## src/rtl/dbt_pkg.sv

```systemverilog
package dbt_pkg;

    localparam int BYTE_LO = 0;
    localparam int BYTE_HI = 1;
    localparam int N_BYTES = 2;

    typedef enum logic [1:0] {
        SRC_SYS  = 2'd0,
        SRC_DIV  = 2'd1,
        SRC_EXT  = 2'd2
    } tick_src_e;

    typedef struct packed {
        logic sys;
        logic div;
        logic ext;
    } tick_bus_t;

    function automatic tick_src_e pick_source(input logic fast, input logic ext_sel);
        if (fast)
            return SRC_SYS;
        else if (ext_sel)
            return SRC_EXT;
        else
            return SRC_DIV;
    endfunction

endpackage

```

## src/rtl/dbt_tick_gen.sv

```systemverilog
module dbt_tick_gen
    import dbt_pkg::*;
#(
    parameter int SYS_DIV     = 12,
    parameter int EXT_DIV     = 8,
    parameter int SYNC_STAGES = 2
) (
    input  logic      clk,
    input  logic      rst,
    input  logic      ext_clk_i,
    output tick_bus_t ticks_o
);
    localparam int SYS_W = $clog2(SYS_DIV);
    localparam int EXT_W = $clog2(EXT_DIV);
    localparam logic [SYS_W-1:0] SYS_LAST = SYS_W'(SYS_DIV - 1);
    localparam logic [EXT_W-1:0] EXT_LAST = EXT_W'(EXT_DIV - 1);

    logic [SYS_W-1:0]       sys_pre;
    logic [EXT_W-1:0]       ext_pre;
    logic [SYNC_STAGES-1:0] sync_q;
    logic                   ext_prev;
    logic                   ext_rise;

    // system clock prescaler
    always_ff @(posedge clk) begin
        if (rst)
            sys_pre <= '0;
        else if (sys_pre == SYS_LAST)
            sys_pre <= '0;
        else
            sys_pre <= sys_pre + SYS_W'(1);
    end

    // external clock synchronizer and edge detect
    always_ff @(posedge clk) begin
        if (rst) begin
            sync_q   <= '0;
            ext_prev <= 1'b0;
        end else begin
            sync_q   <= {sync_q[SYNC_STAGES-2:0], ext_clk_i};
            ext_prev <= sync_q[SYNC_STAGES-1];
        end
    end

    assign ext_rise = sync_q[SYNC_STAGES-1] & ~ext_prev;

    // external edge divider
    always_ff @(posedge clk) begin
        if (rst)
            ext_pre <= '0;
        else if (ext_rise) begin
            if (ext_pre == EXT_LAST)
                ext_pre <= '0;
            else
                ext_pre <= ext_pre + EXT_W'(1);
        end
    end

    always_comb begin
        ticks_o.sys = 1'b1;
        ticks_o.div = (sys_pre == SYS_LAST);
        ticks_o.ext = ext_rise && (ext_pre == EXT_LAST);
    end

endmodule

```

## src/rtl/dbt_byte_counter.sv

```systemverilog
module dbt_byte_counter
    import dbt_pkg::*;
#(
    parameter int CNT_W = 8
) (
    input  logic             clk,
    input  logic             rst,
    input  tick_bus_t        ticks_i,
    input  logic             fast_i,
    input  logic             ext_sel_i,
    input  logic             en_i,
    input  logic [CNT_W-1:0] reload_i,
    input  logic             clr_i,
    output logic [CNT_W-1:0] count_o,
    output logic             flag_o,
    output logic             pulse_o
);
    localparam logic [CNT_W-1:0] CNT_TOP = {CNT_W{1'b1}};

    tick_src_e src;
    logic      src_tick;
    logic      step;
    logic      wrap;

    always_comb begin
        src = pick_source(fast_i, ext_sel_i);
        unique case (src)
            SRC_SYS: src_tick = ticks_i.sys;
            SRC_EXT: src_tick = ticks_i.ext;
            default: src_tick = ticks_i.div;
        endcase
        step = en_i & src_tick;
        wrap = step && (count_o == CNT_TOP);
    end

    always_ff @(posedge clk) begin
        if (rst) begin
            count_o <= '0;
            flag_o  <= 1'b0;
            pulse_o <= 1'b0;
        end else begin
            pulse_o <= wrap;
            if (step)
                count_o <= wrap ? reload_i : count_o + CNT_W'(1);
            // hardware set takes priority over software clear
            if (wrap)
                flag_o <= 1'b1;
            else if (clr_i)
                flag_o <= 1'b0;
        end
    end

endmodule

```

## src/rtl/dual_byte_timer.sv

```systemverilog
module dual_byte_timer
    import dbt_pkg::*;
#(
    parameter int CNT_W       = 8,
    parameter int SYS_DIV     = 12,
    parameter int EXT_DIV     = 8,
    parameter int SYNC_STAGES = 2
) (
    input  logic             clk,
    input  logic             rst,
    input  logic             ext_clk_i,
    input  logic             run_i,
    input  logic             lo_fast_i,
    input  logic             hi_fast_i,
    input  logic             ext_sel_i,
    input  logic             irq_en_i,
    input  logic             lo_irq_en_i,
    input  logic [CNT_W-1:0] lo_reload_i,
    input  logic [CNT_W-1:0] hi_reload_i,
    input  logic             lo_clr_i,
    input  logic             hi_clr_i,
    output logic [CNT_W-1:0] lo_count_o,
    output logic [CNT_W-1:0] hi_count_o,
    output logic             lo_flag_o,
    output logic             hi_flag_o,
    output logic             lo_ovf_pulse_o,
    output logic             hi_ovf_pulse_o,
    output logic             irq_o
);
    tick_bus_t              ticks;
    logic [N_BYTES-1:0]     fast_v, en_v, clr_v, flag_v, pulse_v;
    logic [CNT_W-1:0]       reload_v [N_BYTES];
    logic [CNT_W-1:0]       count_v  [N_BYTES];

    dbt_tick_gen #(
        .SYS_DIV     (SYS_DIV),
        .EXT_DIV     (EXT_DIV),
        .SYNC_STAGES (SYNC_STAGES)
    ) tick_i (
        .clk       (clk),
        .rst       (rst),
        .ext_clk_i (ext_clk_i),
        .ticks_o   (ticks)
    );

    always_comb begin
        fast_v[BYTE_LO]   = lo_fast_i;
        fast_v[BYTE_HI]   = hi_fast_i;
        en_v[BYTE_LO]     = 1'b1;
        en_v[BYTE_HI]     = run_i;
        clr_v[BYTE_LO]    = lo_clr_i;
        clr_v[BYTE_HI]    = hi_clr_i;
        reload_v[BYTE_LO] = lo_reload_i;
        reload_v[BYTE_HI] = hi_reload_i;
    end

    for (genvar g = 0; g < N_BYTES; g++) begin : g_byte
        dbt_byte_counter #(
            .CNT_W (CNT_W)
        ) cnt_i (
            .clk       (clk),
            .rst       (rst),
            .ticks_i   (ticks),
            .fast_i    (fast_v[g]),
            .ext_sel_i (ext_sel_i),
            .en_i      (en_v[g]),
            .reload_i  (reload_v[g]),
            .clr_i     (clr_v[g]),
            .count_o   (count_v[g]),
            .flag_o    (flag_v[g]),
            .pulse_o   (pulse_v[g])
        );
    end

    assign lo_count_o     = count_v[BYTE_LO];
    assign hi_count_o     = count_v[BYTE_HI];
    assign lo_flag_o      = flag_v[BYTE_LO];
    assign hi_flag_o      = flag_v[BYTE_HI];
    assign lo_ovf_pulse_o = pulse_v[BYTE_LO];
    assign hi_ovf_pulse_o = pulse_v[BYTE_HI];
    assign irq_o = irq_en_i & (flag_v[BYTE_HI] | (lo_irq_en_i & flag_v[BYTE_LO]));

endmodule

```

## config.mk

```make
export PLATFORM = sky130hd
export DESIGN_NAME = dual_byte_timer
export DESIGN_NICKNAME = d
export VERILOG_FILES = /design/src/rtl/dbt_pkg.sv /design/src/rtl/dbt_tick_gen.sv /design/src/rtl/dbt_byte_counter.sv /design/src/rtl/dual_byte_timer.sv
export SDC_FILE = /design/constraint.sdc
export NUM_CORES = 1
export LEC_CHECK = 0
export ABC_AREA = 1
export CAP_MARGIN = 15
export CORE_MARGIN = 2
export CORE_UTILIZATION = 51
export CTS_CLUSTER_DIAMETER = 120
export DETAILED_ROUTE_END_ITERATION = 12
export PLACE_DENSITY = 0.85
export SYNTH_ARGS = -nofsm -noshare
export SYNTH_HDL_FRONTEND = slang
export SYNTH_HIERARCHICAL = 1
export SYNTH_SLANG_ARGS = --single-unit
```

## constraint.sdc

```tcl
create_clock -name clk -period 3.9 [get_ports clk]
set_input_delay 0.78 -clock clk [delete_from_list [all_inputs] [get_ports clk]]
set_output_delay 0.78 -clock clk [all_outputs]
set_load 0.01 [all_outputs]
```

==> metrics.md <==
| Metric | Value |
|---|---|
| Post-CTS Repair Setup Buffers | 0 |
| Num CTS Buffers | 5 |
| Clock Power Share | 0.330 |
| Sink Count | 30 |
| Die Wd | approximately 62 um |
| Initial core utilization | 0.544 |
| Number of synthesized register bits | 30 |
| Layout cells sized above 1 | 0.114 |
| CP max stage cell | clkdlybuf4s50_1 |
| Number of cells upsized or downsized after cts | 0 |
| # Max-Cap Violations | 0 |
| Comb pwr share | 0.126 |
| Via density | 4.91 |
| Static leakage power | 1.01 nW |
| Synth Instances | about 240 |
| Final Wtd Congestion | slightly above 0.9 |
| GR Util All Layers | 0.231 |
| Initial DRT Pass Iterations | 4 |
| Main area contributors after synthesis | dfxtp_1 (36%), nand2_1 (9.6%), inv_1 (9.3%) |
| Crit share post-route | 0.701 |
| CP Capture Type | output pin |
| Number of synthesized flops with an enable pin | 0 |
| Least-Margin Pin Slew | 763 ps |
| Status | complete, no violations |
| PortBufs | 47 |
| Leading register cell type out of synthesis | dfxtp_1 |
| Sw power | between 0.15 and 0.2 mW |
| Critical path class | input port to output pin |
| VDD IR max | 0.256 mV |
| Minimum clock period | 2730 ps |
| Final Setup Violations | 0 |
| Critical path arrival | 1950 ps |
| Initial antenna violation count | 0 |
| Final Hold Fails | 0 |
| Crit path max fanout | 1 |
| Clock Path Buffers | 2 |
| H-tree depth | 2 |
| Seq pwr share | 0.544 |
| Crit path largest cell delay | 540 ps |
| First-pass GRT wire length | 6460 um |
| Post-synth top area share | 0.356 |
| Core area | approximately 0.0031 mm2 |
| Post-route DRC | 0 |
| Setup total negative slack | 0 ps |
| Seq/Total Area, Yosys | 0.356 |
| Clock Latency Late Sink | 340 ps |
| Area Growth Syn to Fin | 34.7% |
| CP cell instances | clkdlybuf4s50_1 > nand2_1 > a21oi_2 > clkdlybuf4s50_1 |
| Critical path's top delay family | buffers and inverters |
| Post-Synth Simple-Gate Area | 0.346 |
| Post-DP Area | 0.00221 mm2 |
| Hold_buf cts | 0 |
| Hold/Removal Path Class | flop to flop |
| Post-synth top cells | nand2_1 (43), inv_1 (42), dfxtp_1 (30) |
| Hpwl dp | about 2900 um |
| First DRT Iteration DRCs | 85 |
| Synth warn | 6 |
| CP startpoint kind | input port |
| XOR/XNOR Fraction of Synth Area | 0 |
| Clock slew at reported path FFs | 90 ps |
| Combinational family with the most area after synthesis | simple AND/OR/NAND/NOR gates |
| Layout Nets | around 330 |
| Count leader, synth | nand2_1 |
| Synthesized area | 0.00169 mm2 |
| Synth area leader | dfxtp_1 |
| Fillers | approximately 260 |
| TritonCTS clock tree | done |
| Vias post-DR | between 1,500 and 2,000 |
| Avg WL per Cell | 11.2 um |
| Mean post-synth cell area | 6.94 um2 |
| Internal Pwr Total | 0.441 mW |
| Largest net degree at the start of global routing | 13 |
| Design Area, Final | 0.00227 mm2 |
| Vias in the first global route | 1,534 |
| Die Ht | 61.5 um |
| Total global routing overflow | 0 |
| Switching Fraction | 0.254 |
| CP dominant cell by count | clkdlybuf4s50_1 |
| Adder-cell share of the synthesized area | 0.0371 |
| Highest clock rate | 0.366 GHz |
| Cell area power density | 260 mW/mm2 |
| ANT cells | 0 |
| RSZ-0062 raised after global routing | no |
| Compound-gate portion of the synthesized area | 0.151 |
| Mux cell area share after synthesis | 0 |
| Die area | 0.00378 mm2 |
| Final Routed Wirelength | between 3000 and 4000 um |
| Synth cell types | 26 |
| Crit path required time | between 3000 and 4000 ps |
| FFs w/ async S/R, synth | 0 |
| Min Hold Slack | 423 ps |
| Slew headroom | 0.490 |
| I/O pin cnt | 48 |
| Clk_skew | 11.4 ps |
| Clock root cell | clkbuf_4 |
| ANT nets after route | 0 |
| WP buf/inv | 2 |
| Final Max Tran Viols | 0 |
| FP Rows | 20 |
## state kept, by name, indices dropped and copies added (netlist names)
name                  flops
g_byte.cnt_i/count_o     16
g_byte.cnt_i/flag_o       2
g_byte.cnt_i/pulse_o      2
tick_i/ext_pre            3
tick_i/ext_prev           1
tick_i/sync_q             2
tick_i/sys_pre            4
## per-layer routing
| layer | up-vias | track usage | wire length, um |
|---|---|---|---|
| li1 | 890 | - | - |
| met1 | 711 | 0.289 | 1630 |
| met2 | 72 | 0.382 | 1820 |
| met3 | 7 | 0.0735 | 316 |
| met4 | 0 | 0.0638 | 61 |
| met5 | - | 0 | 0 |
## power by group through the flow
| stage | combinational (mW) | clock (mW) | sequential, mW |
|---|---|---|---|
| 2_1_floorplan | 0.0314 | 0 | 0.328 |
| 3_3_place_gp | 0.0725 | 0 | 0.328 |
| 3_5_place_dp | 0.0737 | 0 | 0.329 |
| 4_1_cts | 0.0744 | 0.203 | 0.322 |
| 5_1_grt | 0.0840 | 0.226 | 0.323 |
| 6_report | 0.0746 | 0.195 | 0.322 |
## cell usage in the layout (no fill, tap or decap), drive strengths merged
cell type,synthesis,layout
nand2,48,48
clkdlybuf4s50,0,47
inv,45,45
nor2,33,33
dfxtp,30,30
nand3,22,22
o21ai,20,20
a21oi,19,19
clkbuf,0,6
nand4,5,5
ha,5,5
nor3,4,4
conb,2,3
or2,3,3
a21o,2,2
a31oi,2,2
a21boi,2,2
clkinvlp,0,1
clkinv,0,1
## cells by family after synthesis
kind of cell    Yosys count
buf+inv                  46
simple gates            115
other cells               2
compound gates           45
fa+ha+maj                 5
flops                    30
## layout make-up
class                           count  area [um2]  area share
Timing Repair Buffer               47         470       0.207
Sequential cell                    30         601       0.264
Inverter                           45         169      0.0743
Clock buffer                        6        51.3      0.0226
Clock inverter                      2        12.5     0.00551
Tap cell                           44        55.1      0.0242
Multi-Input combinational cell    168         913       0.402
## path summary, 6_finish.rpt
check	startpoint	endpoint	slack, ps	depth (start not counted)
worst min-delay path	tick_i/sync_q[1]	tick_i/ext_prev	420	2
worst max register to register	tick_i/ext_pre[0]	g_byte[1].cnt_i/count_o[3]	1950	11
worst max-delay path	lo_irq_en_i	irq_o	1170	4
worst min register to register	tick_i/sync_q[1]	tick_i/ext_prev	420	2
## tightest hold or removal path: cells and delay by family (launching register included)
family / cells / cell delay (ps)
flip-flops: 1 / 320
buffers and inverters: 1 / 40
AND/OR/NAND/NOR: 1 / 30
## through the flow
| stage | total power [mW] | setup WS [ps] | utilization | cells |
|---|---|---|---|---|
| 3_3_place_gp | 0.400 | 1180 | 0.712 | 334 |
| 3_5_place_dp | 0.402 | 1160 | 0.712 | 334 |
| 5_1_grt | 0.633 | 1120 | 0.732 | 342 |
| 6_report | 0.591 | 1170 | 0.732 | 342 |
| 4_1_cts | 0.599 | 1160 | 0.732 | 342 |
| 2_1_floorplan | 0.360 | 2130 | - | 244 |
(Power assumes the default switching activity.)
